<file path="src/rtl/adc_pwr_pkg.sv">
package adc_pwr_pkg;
    typedef enum logic [1:0] {
        CH_OFF    = 2'd0,
        CH_SLEEP  = 2'd1,
        CH_WAKE   = 2'd2,
        CH_ACTIVE = 2'd3
    } ch_state_e;
endpackage

</file>
<file path="src/rtl/adc_pwr_arm.sv">
// Tracks whether power-down has been seen since reset.
module adc_pwr_arm (
    input  logic clk,
    input  logic rst,
    input  logic pd_n,
    output logic armed
);
    always_ff @(posedge clk) begin
        if (rst)
            armed <= 1'b0;
        else if (!pd_n)
            armed <= 1'b1;
    end

    // Once armed, only reset can clear it.
    AST_ARM_STICKY: assert property (@(posedge clk) disable iff (rst)
        armed |=> armed);
endmodule

</file>
<file path="src/rtl/adc_pwr_chan.sv">
// One channel: state register, wake counter, cold flag.
module adc_pwr_chan
    import adc_pwr_pkg::*;
#(
    parameter int COLD_CYC = 900,
    parameter int WARM_CYC = 20,
    parameter int PIPE_CYC = 12
) (
    input  logic      clk,
    input  logic      rst,
    input  logic      pd_n,
    input  logic      armed,
    input  logic      want,
    output ch_state_e state,
    output logic      valid,
    output logic      zero_force
);
    localparam int COLD_TOTAL = COLD_CYC + PIPE_CYC;
    localparam int WARM_TOTAL = WARM_CYC + PIPE_CYC;
    localparam int CNT_W      = $clog2(COLD_TOTAL + 1);
    localparam logic [CNT_W-1:0] COLD_LOAD = CNT_W'(COLD_TOTAL - 1);
    localparam logic [CNT_W-1:0] WARM_LOAD = CNT_W'(WARM_TOTAL - 1);

    ch_state_e        state_d;
    logic [CNT_W-1:0] cnt, cnt_d;
    logic             cold, cold_d;

    // Next state and counter.
    always_comb begin
        state_d = state;
        cnt_d   = cnt;
        cold_d  = cold;
        if (!pd_n) begin                       // PD_ENTER
            state_d = CH_OFF;
            cnt_d   = '0;
            cold_d  = 1'b1;
        end else if (!armed) begin             // HOLD_UNARMED
            state_d = CH_OFF;
            cnt_d   = '0;
        end else begin
            unique case (state)
                CH_OFF, CH_SLEEP: begin
                    if (want) begin            // WAKE_START
                        state_d = CH_WAKE;
                        cnt_d   = cold ? COLD_LOAD : WARM_LOAD;
                    end else begin             // IDLE_ENTER
                        state_d = CH_SLEEP;
                    end
                end
                CH_WAKE: begin
                    if (!want) begin           // WAKE_ABORT
                        state_d = CH_SLEEP;
                        cnt_d   = '0;
                    end else if (cnt == '0) begin  // WAKE_DONE
                        state_d = CH_ACTIVE;
                        cold_d  = 1'b0;
                    end else begin
                        cnt_d = cnt - 1'b1;
                    end
                end
                CH_ACTIVE: begin
                    if (!want)                 // RUN_STOP
                        state_d = CH_SLEEP;
                end
                default: state_d = CH_OFF;
            endcase
        end
    end

    // State register.
    always_ff @(posedge clk) begin
        if (rst) begin
            state <= CH_OFF;
            cnt   <= '0;
            cold  <= 1'b1;
        end else begin
            state <= state_d;
            cnt   <= cnt_d;
            cold  <= cold_d;
        end
    end

    // Outputs.
    always_comb begin
        valid      = (state == CH_ACTIVE);
        zero_force = (state == CH_OFF);
    end

    AST_PD_TO_OFF: assert property (@(posedge clk) disable iff (rst)
        !pd_n |=> (state == CH_OFF));
    AST_ABORT_TO_SLEEP: assert property (@(posedge clk) disable iff (rst)
        (pd_n && armed && state == CH_WAKE && !want) |=> (state == CH_SLEEP && !valid));
    AST_VALID_AFTER_COUNT: assert property (@(posedge clk) disable iff (rst)
        $rose(valid) |-> $past(state == CH_WAKE && cnt == '0));
    AST_CNT_BOUND: assert property (@(posedge clk) disable iff (rst)
        cnt <= COLD_LOAD);
    AST_SLEEP_NO_VALID: assert property (@(posedge clk) disable iff (rst)
        (pd_n && armed && !want) |=> !valid);
endmodule

</file>
<file path="src/rtl/adc_pwr_seq.sv">
// Top: arming flag plus one sequencer per channel.
module adc_pwr_seq #(
    parameter int NUM_CH   = 2,
    parameter int COLD_CYC = 900,
    parameter int WARM_CYC = 20,
    parameter int PIPE_CYC = 12
) (
    input  logic              clk,
    input  logic              rst,
    input  logic              pd_n,
    input  logic [NUM_CH-1:0] slp_n,
    input  logic [NUM_CH-1:0] oe_n,
    output logic [NUM_CH-1:0] drv_en,
    output logic [NUM_CH-1:0] data_valid,
    output logic [NUM_CH-1:0] zero_force
);
    import adc_pwr_pkg::*;

    logic      armed;
    ch_state_e ch_state [NUM_CH];

    adc_pwr_arm u_arm (
        .clk   (clk),
        .rst   (rst),
        .pd_n  (pd_n),
        .armed (armed)
    );

    for (genvar g = 0; g < NUM_CH; g++) begin : g_ch
        adc_pwr_chan #(
            .COLD_CYC (COLD_CYC),
            .WARM_CYC (WARM_CYC),
            .PIPE_CYC (PIPE_CYC)
        ) u_chan (
            .clk        (clk),
            .rst        (rst),
            .pd_n       (pd_n),
            .armed      (armed),
            .want       (slp_n[g]),
            .state      (ch_state[g]),
            .valid      (data_valid[g]),
            .zero_force (zero_force[g])
        );
    end

    // Pad enables follow the active-low enable inputs in every state.
    always_comb drv_en = ~oe_n;

    AST_UNARMED_IDLE: assert property (@(posedge clk) disable iff (rst)
        !armed |-> (data_valid == '0 && zero_force == '1));
    AST_PD_CLAMPS_ALL: assert property (@(posedge clk) disable iff (rst)
        !pd_n |=> (data_valid == '0 && zero_force == '1));
endmodule

</file>
<file path="config.mk">
export PLATFORM = sky130hd
export DESIGN_NAME = adc_pwr_seq
export DESIGN_NICKNAME = d
export VERILOG_FILES = /design/src/rtl/adc_pwr_pkg.sv /design/src/rtl/adc_pwr_arm.sv /design/src/rtl/adc_pwr_chan.sv /design/src/rtl/adc_pwr_seq.sv
export SDC_FILE = /design/constraint.sdc
export NUM_CORES = 1
export LEC_CHECK = 0
export ABC_AREA = 0
export BUFFER_PORTS_ARGS = -buffer_cell sky130_fd_sc_hd__buf_2
export CORE_ASPECT_RATIO = 0.7
export CORE_UTILIZATION = 51
export CTS_BUF_LIST = sky130_fd_sc_hd__clkbuf_16
export CTS_CLUSTER_SIZE = 8
export DETAILED_ROUTE_END_ITERATION = 8
export PLACE_DENSITY_LB_ADDON = 0.08
export RECOVER_POWER = 100
export SYNTH_ARGS = -nofsm -noshare
export SYNTH_HDL_FRONTEND = slang
export SYNTH_SLANG_ARGS = --single-unit
export TNS_END_PERCENT = 10
</file>
<file path="constraint.sdc">
create_clock -name clk -period 3 [get_ports clk]
set_input_delay 0.3 -clock clk [delete_from_list [all_inputs] [get_ports clk]]
set_output_delay 0.3 -clock clk [all_outputs]
set_load 0.05 [all_outputs]
</file>
* After elaboration in Yosys (flattened, before gate mapping) *
Index checks and enable logic that the tools add are counted.

storage, ports and cells
  register bits = 27
  bits of input ports = 7
  output and inout bits = 6
  word-level logic and storage cells = 62

operators by class
  muxes and demuxes = 20
  reductions and logical operators = 16
  bitwise logic cells = 3
  equal/unequal tests = 14
  add/subtract/negate cells = 2

operators with widths
  cell                                                                   number
  10-bit two-way mux                                                     8
  10-bit one-hot mux with 2 select lines                                 2
  10-bit logical NOT                                                     2
  10-bit by 1-bit subtractor with 10-bit output (second input constant)  2
  2-bit two-way mux                                                      8
  2-bit one-hot mux with 3 select lines                                  2
  2-bit == test (second input constant)                                  4
  2-bit != test (second input constant)                                  4
  4-bit AND reduction                                                    2
  3-bit by 2-bit != test with 1-bit output (second input constant)       2
  3-bit != test (second input constant)                                  2
  3-bit AND reduction                                                    2
  2-bit OR reduction                                                     3
  2-bit by 1-bit == test with 1-bit output (second input constant)       2
  2-bit logical NOT                                                      2
  2-bit AND reduction                                                    2
  2-bit nonzero test                                                     2
  3-bit OR reduction                                                     1
  1-bit inverter                                                         2
  2-bit inverter                                                         1

* Depth between registers and ports, before layout *
Gate-level depths: netlist (run 1).

  depth after elaboration = 4
  gate-level depth with buffers = 7
  mapped depth without buffers = 6

* Cells and area by module *
Synthesis (run 1) repeated with hierarchy kept, for this count alone.

second synthesis, totals
  cell total of the unflattened synthesis = 191
  area, all modules = 1664.1 µm²

modules (own cells, without submodules)
  module        area each (µm²)  seq. area each (µm²)  cells each  times used
  adc_pwr_chan  812.0            260.2                 93          2
  adc_pwr_arm   32.5             20.0                  3           1
  adc_pwr_seq   7.5              0.0                   2           1

* Least setup slack after synthesis (run 1) *
No wires, ideal clock.

  kind = flip-flop to flip-flop
  start = register g_ch[0].u_chan.cnt[0]
  end = register g_ch[0].u_chan.cnt[0]
  buffers on the path = 1
  library setup time = 134 ps
  data required time = 2866 ps
  stages on the path, launching flop included = 8
  slack = 1088 ps
  data arrival time = 1778 ps
  period minus slack after synthesis = 1912 ps
  cell sequence = dfxtp_1 inv_1 ha_1 or4b_4 nor4_4 or2_1 buf_2 a211oi_1

on the way
  word-level cells in the longest chain between the ends = 4
  elaborated cells on any way between the ends = 7
  classes of those cells = add/sub (1); eq/ne (1); mux (3); reduce/logical (2)

ends and longest elaborated chain
  element                                        RTL line            source
  start, declared                                adc_pwr_chan.sv:25  logic [CNT_W-1:0] cnt, cnt_d;
  start signal, assigned                         adc_pwr_chan.sv:78  cnt <= cnt_d;
  10-bit by 1-bit subtractor with 10-bit output  adc_pwr_chan.sv:58  cnt_d = cnt - 1'b1;
  10-bit two-way mux                             adc_pwr_chan.sv:54  end else if (cnt == '0) begin
  10-bit two-way mux                             adc_pwr_chan.sv:51  if (!want) begin
  10-bit one-hot mux with 2 select lines         adc_pwr_chan.sv:41  unique case (state)

Several ways; a longest one is shown, not always the timed one. The select of a mux whose other input is x is not followed.
A chain may end at the register's enable or synchronous reset.

* Worst setup path in the final report (run 1) *
Same ends and word-level chain as after synthesis.

==> results.ini, run 1 <==
[status]
status=finished clean

[timing]
slew_violations=0
hold_viol=0
finalSetupTns_ps=0
setup_viol=0
rsz0062_at_grt=false
worstMarginPinSlew_ps=938.3
period_needed_ps=2373
max_freq_ghz=0.4214
fin_skew_ps=5.992
worst_slew_margin_rel_pct=36.57
setup_slack_ps=626.8
period_share_pct=79.11

[synthesis]
synth.avg_cell_area_um2=8.232
async_flop_share_pct=0
synth.top_cell.area_share_pct=33.67
synth.most_common_cell=dfxtp_1
yosysSeqAreaShare_pct=33.67
ys_ff_latch=27
synth_edf_count=0
ys.warnings.count=0
yosys-top-cells-area=dfxtp_1 34%, a21oi_1 4.4%, nor3_1 4.1%
yosysUniqueCellTypes=53
postSynthCellCount=195
yosysTopAreaCell=dfxtp_1
synth_common_cells=27 x dfxtp_1, 17 x nor2_1, 14 x a21oi_1, 13 x inv_1, 13 x nor3_1
synth_area_um2=1605
synth_flop_cell=dfxtp_1
postSynthNetCount=204

[drt]
drt_iter0_markers=145
antenna_left=0
via_per_inst=6.418
drc=0
drt_pass1_iterations=4
via_count=1521
routed_wl_um=3775
avgRoutedWirePerCell_um=15.93

[global_route]
grt_max_degree=19
antenna_found_initial=0
grt_pass1_vias=1273
grt_pass1_wl_um=6210
overflow=0
grt_use_total_pct=22.67

[die]
die_h_um=48.94
core_area_um2=2883
num_rows=16
start_util_pct=55.69
io_pins=13
dieArea_um2=3380
die_w_um=69.06

[cts]
cts.path.max_buffers=2
clock_sinks=27
cts_made_buffers=3
clk_root_buffer_cell=clkbuf_16
clkTransAtPathRegs_ps=60
cts-hold-fix-buffers=0
cts_tree=yes
htree_levels=1
insertion_delay_ps=260
cts_setup_buffers=0
post_cts_resized=0

[layout]
antenna_cells=0
syn_to_final_growth_pct=7.093
n_fill_cell=260
layout.area.seq_um2=540.5
multiInputGateArea_um2=949.7
fin_nets=211
drive_gt1_share_pct=7.463

[run]
cap_violations=0

[pwr]
p_leak_uw=0.0006331
finalPower_uw=781.0
vdd_drop_max_v=0.0003520
powerDensity_nw_per_um2=454.3

[placed_design]
post-dp-hpwl_um=2765
portBuffers=12
routabilityCongestion=0.8869
dpl_worst_slack_ps=760.2

[setup_path]
cp-end-kind=register
worst-path-max-fanout=8
critPathLaunchType=register
crit_arrival_ps=2470
crit_type=register to register
worst-endpoint-required_ps=3090

[worst_hold_path]
hold_path.class=input port to register

## worst paths after layout
check | from | endpoint | slack [ps] | depth (start not counted)
min | rst | u_arm.armed | 220 | 2
max | g_ch[0].u_chan.cnt[0] | g_ch[0].u_chan.cnt[0] | 630 | 6
min reg2reg | g_ch[1].u_chan.cold | g_ch[1].u_chan.cold | 490 | 1
max reg2reg | g_ch[0].u_chan.cnt[0] | g_ch[0].u_chan.cnt[0] | 630 | 6
## worst max-delay path: stages (launching register included)
cell,delay (ps)
dfxtp_1,330
inv_1,100
ha_1,240
or4b_1,550
nor4_4,440
or2_0,410
a211oi_1,150
## state kept, by name, summed over array words and instances (netlist names)
register and flops:
g_ch.u_chan.cnt 20, g_ch.u_chan.cold 2, g_ch.u_chan.state 4, u_arm.armed 1
## cells by family (layout without fill, tap and decap cells)
family	count (synthesis)	count (layout)	synth area share [%]
muxes	2	2	1.247
AOI/OAI and AO/OA	61	61	27.59
and+or+nand+nor	79	79	29.31
adders and majority gates	2	2	1.559
buffers and inverters	24	30	6.625
DFF	27	27	33.67
## metrics by stage
step | hold slack (ps) | std cells | instance area [um2] | utilization (%)
after global placement | 455.6 | 233 | 1660 | 57.60
final | 223.5 | 237 | 1719 | 59.64
after global routing | 223.9 | 237 | 1719 | 59.64
after detailed placement | 472.0 | 233 | 1660 | 57.60
after CTS | 217.3 | 237 | 1739 | 60.33
after floorplan | 369.1 | 195 | 1605 | -
## per-layer routing
metal	vias to the layer above	track usage, %	wire, um
li1	748	-	-
met1	713	35.78	1956
met2	58	30.91	1511
met3	2	5.579	293
met4	0	3.741	13
met5	-	0	0
## layout by cell type (no fill, tap or decap), types with 3 or more instances in the layout
master | netlist | final
nor2_1 | 17 | 17
nand2b_1 | 9 | 9
o21ai_0 | 2 | 4
nor3b_1 | 3 | 3
and2_1 | 3 | 3
o31ai_1 | 3 | 4
nand4_1 | 3 | 3
a32oi_1 | 3 | 3
nor3_1 | 13 | 13
nand3_1 | 3 | 3
a211oi_1 | 8 | 8
clkbuf_1 | 5 | 7
inv_1 | 13 | 14
a21o_1 | 5 | 5
nand2_1 | 8 | 8
buf_2 | 1 | 6
a31oi_1 | 4 | 4
nor2b_1 | 3 | 3
dfxtp_1 | 27 | 27
a21oi_1 | 14 | 14
clkbuf_16 | 0 | 3
## power by group
part / internal [uW] / switching [uW] / leakage [uW]
combinational: 39.9 / 70.3 / 0.000372
sequential: 366 / 11.1 / 0.000219
clock: 178 / 115 / 0.0000423
## final cells by class
cell class                      instances  area share (%)
Clock buffer                            3           4.367
Clock inverter                          1          0.2183
Inverter                               13           2.838
Multi-Input combinational cell        144           55.24
Sequential cell                        27           31.44
Tap cell                               36           2.620
Timing Repair Buffer                   13           3.275
(Power assumes the default switching activity.)
==> run 2, diff against run 1 <==
Clock period 3 ns to 2.2 ns, I/O delays scaled along.
==> run 2 against run 1 <==
Compared with the run above: largest cell class unchanged; routed wire length rose by 3.9%; global-route usage rose by 1.5 points; fmax rose by 13%; first-iteration DRC count is 11% higher.
==> results.ini, run 2 (synthesized netlist as in run 1, its figures left out) <==
[die]
core_area_um2=2883  ; unchanged
die_w_um=69.06  ; unchanged
dieArea_um2=3380  ; unchanged
io_pins=13  ; unchanged
die_h_um=48.94  ; unchanged
start_util_pct=55.69  ; unchanged
num_rows=16  ; unchanged

[placed_design]
placed_area_um2=1705  ; +2.7%
routabilityCongestion=0.8768  ; -1.1%
portBuffers=12  ; unchanged
post-dp-hpwl_um=2876  ; +4.0%
place_inst=239  ; +2.6%

[cts]
cts_tree=yes
insertion_delay_ps=250  ; about the same
clock_sinks=27  ; unchanged
cts.path.max_buffers=2  ; unchanged
clk_root_buffer_cell=clkbuf_16
cts-hold-fix-buffers=0  ; unchanged
clkTransAtPathRegs_ps=60  ; about the same
cts_made_buffers=3  ; unchanged
htree_levels=1  ; unchanged

[global_route]
grt_use_total_pct=24.21  ; +1.5 points
grt_max_degree=19  ; unchanged
antenna_found_initial=0  ; unchanged
grt_pass1_vias=1437  ; +13%
overflow=0  ; unchanged
grt_pass1_wl_um=6651  ; +7.1%

[layout]
largest_register_ffs=20  ; unchanged
largest_register=g_ch.u_chan.cnt
final_core_util_pct=61.50  ; +1.9 points
final_common_cell=dfxtp_1
antenna_cells=0  ; unchanged
finalNonFillerCells=244  ; +3.0%
layout.area.seq_um2=540.5  ; unchanged
top_regs=g_ch.u_chan.cnt x20, g_ch.u_chan.state x4, g_ch.u_chan.cold x2
drive_gt1_share_pct=11.06  ; +3.6 points
final_area_um2=1773  ; +3.1%
fin_nets=218  ; +3.3%
syn_to_final_growth_pct=10.44
n_fill_cell=273  ; +5.0%
final_cell_mix=27 x dfxtp_1, 17 x nor2_1, 14 x inv_1, 14 x a21oi_1, 13 x nor3_1
multiInputGateArea_um2=954.7  ; +0.53%

[pwr]
powerDensity_nw_per_um2=606.5  ; +34%
finalPower_uw=1075  ; +38%
vdd_drop_max_v=0.0004627  ; +31%
p_leak_uw=0.0006571  ; +3.8%

[drt]
drt_iter0_markers=161  ; +11%
antenna_left=0  ; unchanged
via_count=1565  ; +2.9%
drc=0  ; unchanged
via_per_inst=6.414  ; about the same
avgRoutedWirePerCell_um=16.07  ; +0.91%
drt_pass1_iterations=4  ; unchanged
routed_wl_um=3922  ; +3.9%

[timing]
finalSetupTns_ps=0  ; unchanged
setup_viol=0  ; unchanged
period_needed_ps=2093  ; -280.2 ps
period_share_pct=95.14  ; +16 points
slew_violations=0  ; unchanged
worst_slew_margin_rel_pct=37.68  ; +1.1 points
rsz0062_at_grt=false
fin_skew_ps=2.598  ; -3.395 ps
max_freq_ghz=0.4778  ; +13%
worstMarginPinSlew_ps=934.9  ; -3.410 ps
hold_viol=0  ; unchanged

[run]
cap_violations=0  ; unchanged

[worst_hold_path]
hold_path.class=input port to register

[setup_path]
worst-path-max-fanout=8  ; unchanged
crit_arrival_ps=2180  ; -290 ps
ff2ff_setup_slack_ps=110  ; -520 ps
cp-end-kind=register
crit_type=register to register
worst-endpoint-required_ps=2290  ; -800 ps
critPathLaunchType=register

[status]
status=finished clean

## run 2: changes by cell type in the layout (fill, tap and decap cells not counted), sizes merged
cell,previous run,this run
buf,6,12
clkbuf,10,11
## run 2: report_power, final
group / switching (uW) / internal (uW) / total (uW)
clock network: 154 / 243 / 397
registers: 15.4 / 500 / 515
logic: 98.7 / 65.0 / 164
## run 2: path summary, 6_finish.rpt
path	startpoint	endpoint	cells past startpoint
hold reg to reg	g_ch[0].u_chan.cold	g_ch[0].u_chan.cold	1
hold / removal	rst	u_arm.armed	2
setup / recovery	g_ch[0].u_chan.cnt[0]	g_ch[0].u_chan.cnt[0]	7
setup reg to reg	g_ch[0].u_chan.cnt[0]	g_ch[0].u_chan.cnt[0]	7
## run 2: stage by stage
stage / hold WS [ps] / setup WS [ps]
6_report: 135.9 / 107.0
5_1_grt: 136.8 / 26.46
4_1_cts: 133.1 / 22.13
3_5_place_dp: 406.7 / 62.22
3_3_place_gp: 394.1 / 159.7
2_1_floorplan: 289.1 / 287.7
## run 2: layout make-up
cell class,count,share of cell area [%]
Multi-Input combinational cell,144,53.85
Timing Repair Buffer,20,5.928
Inverter,13,2.752
Tap cell,36,2.541
Sequential cell,27,30.49
Clock inverter,1,0.2117
Clock buffer,3,4.234
## run 2: worst max-delay path: stages (launching register included)
cell and delay, ps:
dfxtp_1 330, inv_1 110, ha_1 260, or4b_4 530, nor4_4 270, buf_4 200
or2_4 170, a211oi_1 80
## run 2: timing repair
action	in CTS	in global routing
setup buffers	0	1
gates resized for setup	0	1
setup endpoints to repair	0	6
## run 2: per-layer routing
layer	track usage [%]	vias to the layer above	part of all wire [%]
met3	5.992	6	11
met2	38.35	83	42
met1	34.66	716	47
met5	0	-	0
met4	2.041	0	0.56
li1	-	760	-
==> run 3, diff against run 2 <==
==> constraint.sdc (replaced) <==
create_clock -name clk -period 2.2 [get_ports clk]
set_input_delay 0.44 -clock clk [delete_from_list [all_inputs] [get_ports clk]]
set_output_delay 0.44 -clock clk [all_outputs]
set_load 0.05 [all_outputs]
==> run 3 against run 2 <==
Compared with the run above: first-iteration DRC count down 25%; final cell count up 0.41%; worst hold slack better by 260 ps; via count down 2.0%; fmax up 1.8%; critical endpoint is now g_ch[0].u_chan.cold; highest routed layer unchanged.
==> results.ini, run 3 (synthesized netlist as in run 1, its figures left out) <==
[status]
status=finished clean

[cts]
cts-hold-fix-buffers=0  ; unchanged
cts.path.max_buffers=2  ; unchanged
clk_root_buffer_cell=clkbuf_16
cts_made_buffers=3  ; unchanged
insertion_delay_ps=250  ; about the same
clock_sinks=27  ; unchanged
htree_levels=1  ; unchanged
clkTransAtPathRegs_ps=60  ; about the same
cts_tree=yes

[setup_path]
ff2ff_setup_slack_ps=150  ; +40 ps
crit_arrival_ps=2210  ; +30 ps
crit_buf_inv=3  ; +1
path_cells=inv_1, ha_1, or4b_4, nor4_4, buf_4, clkbuf_4, nand2_1, a21o_1
critPathLaunchType=register
cp_slowest_cell=or4b_4
r2r_start=g_ch[0].u_chan.cnt[0]
worst-endpoint-required_ps=2350  ; +60 ps
cp-end-kind=register
startpoint=g_ch[0].u_chan.cnt[0]
worst-path-max-fanout=8  ; unchanged
crit_family=simple AND/OR/NAND/NOR gates
crit_type=register to register
max_stage_delay_ps=520  ; about the same

[run]
cap_violations=0  ; unchanged

[drt]
routed_wl_um=3713  ; -5.3%
antenna_left=0  ; unchanged
drt_iter0_markers=121  ; -25%
drc=0  ; unchanged
via_count=1533  ; -2.0%
via_per_inst=6.257  ; -2.4%
drt_pass1_iterations=5  ; +1
avgRoutedWirePerCell_um=15.16  ; -5.7%

[timing]
period_share_pct=93.41  ; -1.7 points
period_needed_ps=2055  ; -37.99 ps
rsz0062_at_grt=false
finalSetupTns_ps=0  ; unchanged
worst_slew_margin_rel_pct=42.47  ; +4.8 points
setup_slack_ps=145.0  ; +37.99 ps
max_freq_ghz=0.4866  ; +1.8%
fin_skew_ps=1.752  ; -0.8455 ps
hold_viol=0  ; unchanged
worstMarginPinSlew_ps=863.0  ; -71.83 ps
setup_viol=0  ; unchanged
slew_violations=0  ; unchanged

[placed_design]
dpl_worst_slack_ps=52.90  ; -9.324 ps
routabilityCongestion=0.8781  ; +0.15%
post-dp-hpwl_um=2705  ; -6.0%
portBuffers=12  ; unchanged

[pwr]
p_leak_uw=0.0006589  ; +0.27%
vdd_drop_max_v=0.0004431  ; -4.2%
powerDensity_nw_per_um2=602.2  ; -0.71%

[layout]
drive_gt1_share_pct=11.00  ; -0.053 points
fin_nets=219  ; +0.46%
largest_register=g_ch.u_chan.cnt
largest_register_ffs=20  ; unchanged
syn_to_final_growth_pct=10.83
top_regs=g_ch.u_chan.cnt x20, g_ch.u_chan.state x4, g_ch.u_chan.cold x2
final_common_cell=dfxtp_1
antenna_cells=0  ; unchanged
final_cell_mix=27 x dfxtp_1, 17 x nor2_1, 14 x inv_1, 14 x a21oi_1, 13 x nor3_1

[die]
start_util_pct=55.69  ; unchanged
io_pins=13  ; unchanged
core_area_um2=2883  ; unchanged
dieArea_um2=3380  ; unchanged
die_w_um=69.06  ; unchanged
die_h_um=48.94  ; unchanged
num_rows=16  ; unchanged

[global_route]
grt_pass1_wl_um=6168  ; -7.3%
grt_max_degree=18  ; -1
overflow=0  ; unchanged
grt_use_total_pct=22.68  ; -1.5 points
antenna_found_initial=0  ; unchanged
grt_pass1_vias=1273  ; -11%

[worst_hold_path]
hold_path.class=input port to register
holdCritStartpoint=rst

[run 3: where the power goes]
group          leakage (uW)  total [uW]  switching [uW]  internal, uW
clock             0.0000423         395             152           243
combinational      0.000398         162            97.6          64.8
sequential         0.000219         514            14.7           500
[run 3: layer usage]
metal	global-route usage (%)	vias up	routed length, um
met3	5.165	2	335
met4	3.061	0	14
met2	32.36	67	1508
met1	35.23	704	1854
met5	0	-	0
li1	-	760	-
[run 3: path summary, 6_finish.rpt]
kind / end / cells past startpoint
hold reg to reg: g_ch[1].u_chan.cold / 1
hold / removal: u_arm.armed / 2
setup reg to reg: g_ch[0].u_chan.cold / 8
setup / recovery: g_ch[0].u_chan.cold / 8
[run 3: cell type report]
| cell class | instances | area [um2] |
|---|---|---|
| fill | 256 | 1104 |
| multi-input combinational | 144 | 954.7 |
| sequential | 27 | 540.5 |
| timing repair buffer | 21 | 111.4 |
| clock buffer | 3 | 75.07 |
| inverter | 13 | 48.80 |
| tap | 36 | 45.04 |
| clock inverter | 1 | 3.754 |
[run 3: what timing repair did]
action	CTS	global route
setup buffers	0	2
resized for setup	0	1
endpoints found under the setup margin	0	8
[run 3: worst register-to-register path: stages (launching register included)]
cell and delay [ps]:
dfxtp_1 330, inv_1 90, ha_1 230, or4b_4 520, nor4_4 250, buf_4 190
clkbuf_4 130, nand2_1 40, a21o_1 160
[run 3: per-stage QoR]
stage | hold WS, ps | cells | area (um2) | power [uW] | utilization [%]
floorplan | 426.9 | 195 | 1605 | 641.4 | -
global placement | 444.8 | 239 | 1705 | 682.2 | 59.16
detailed placement | 445.2 | 239 | 1705 | 685.5 | 59.16
CTS | 353.2 | 243 | 1784 | 1085 | 61.89
global route | 393.0 | 245 | 1779 | 1125 | 61.72
finish | 397.2 | 245 | 1779 | 1071 | 61.72
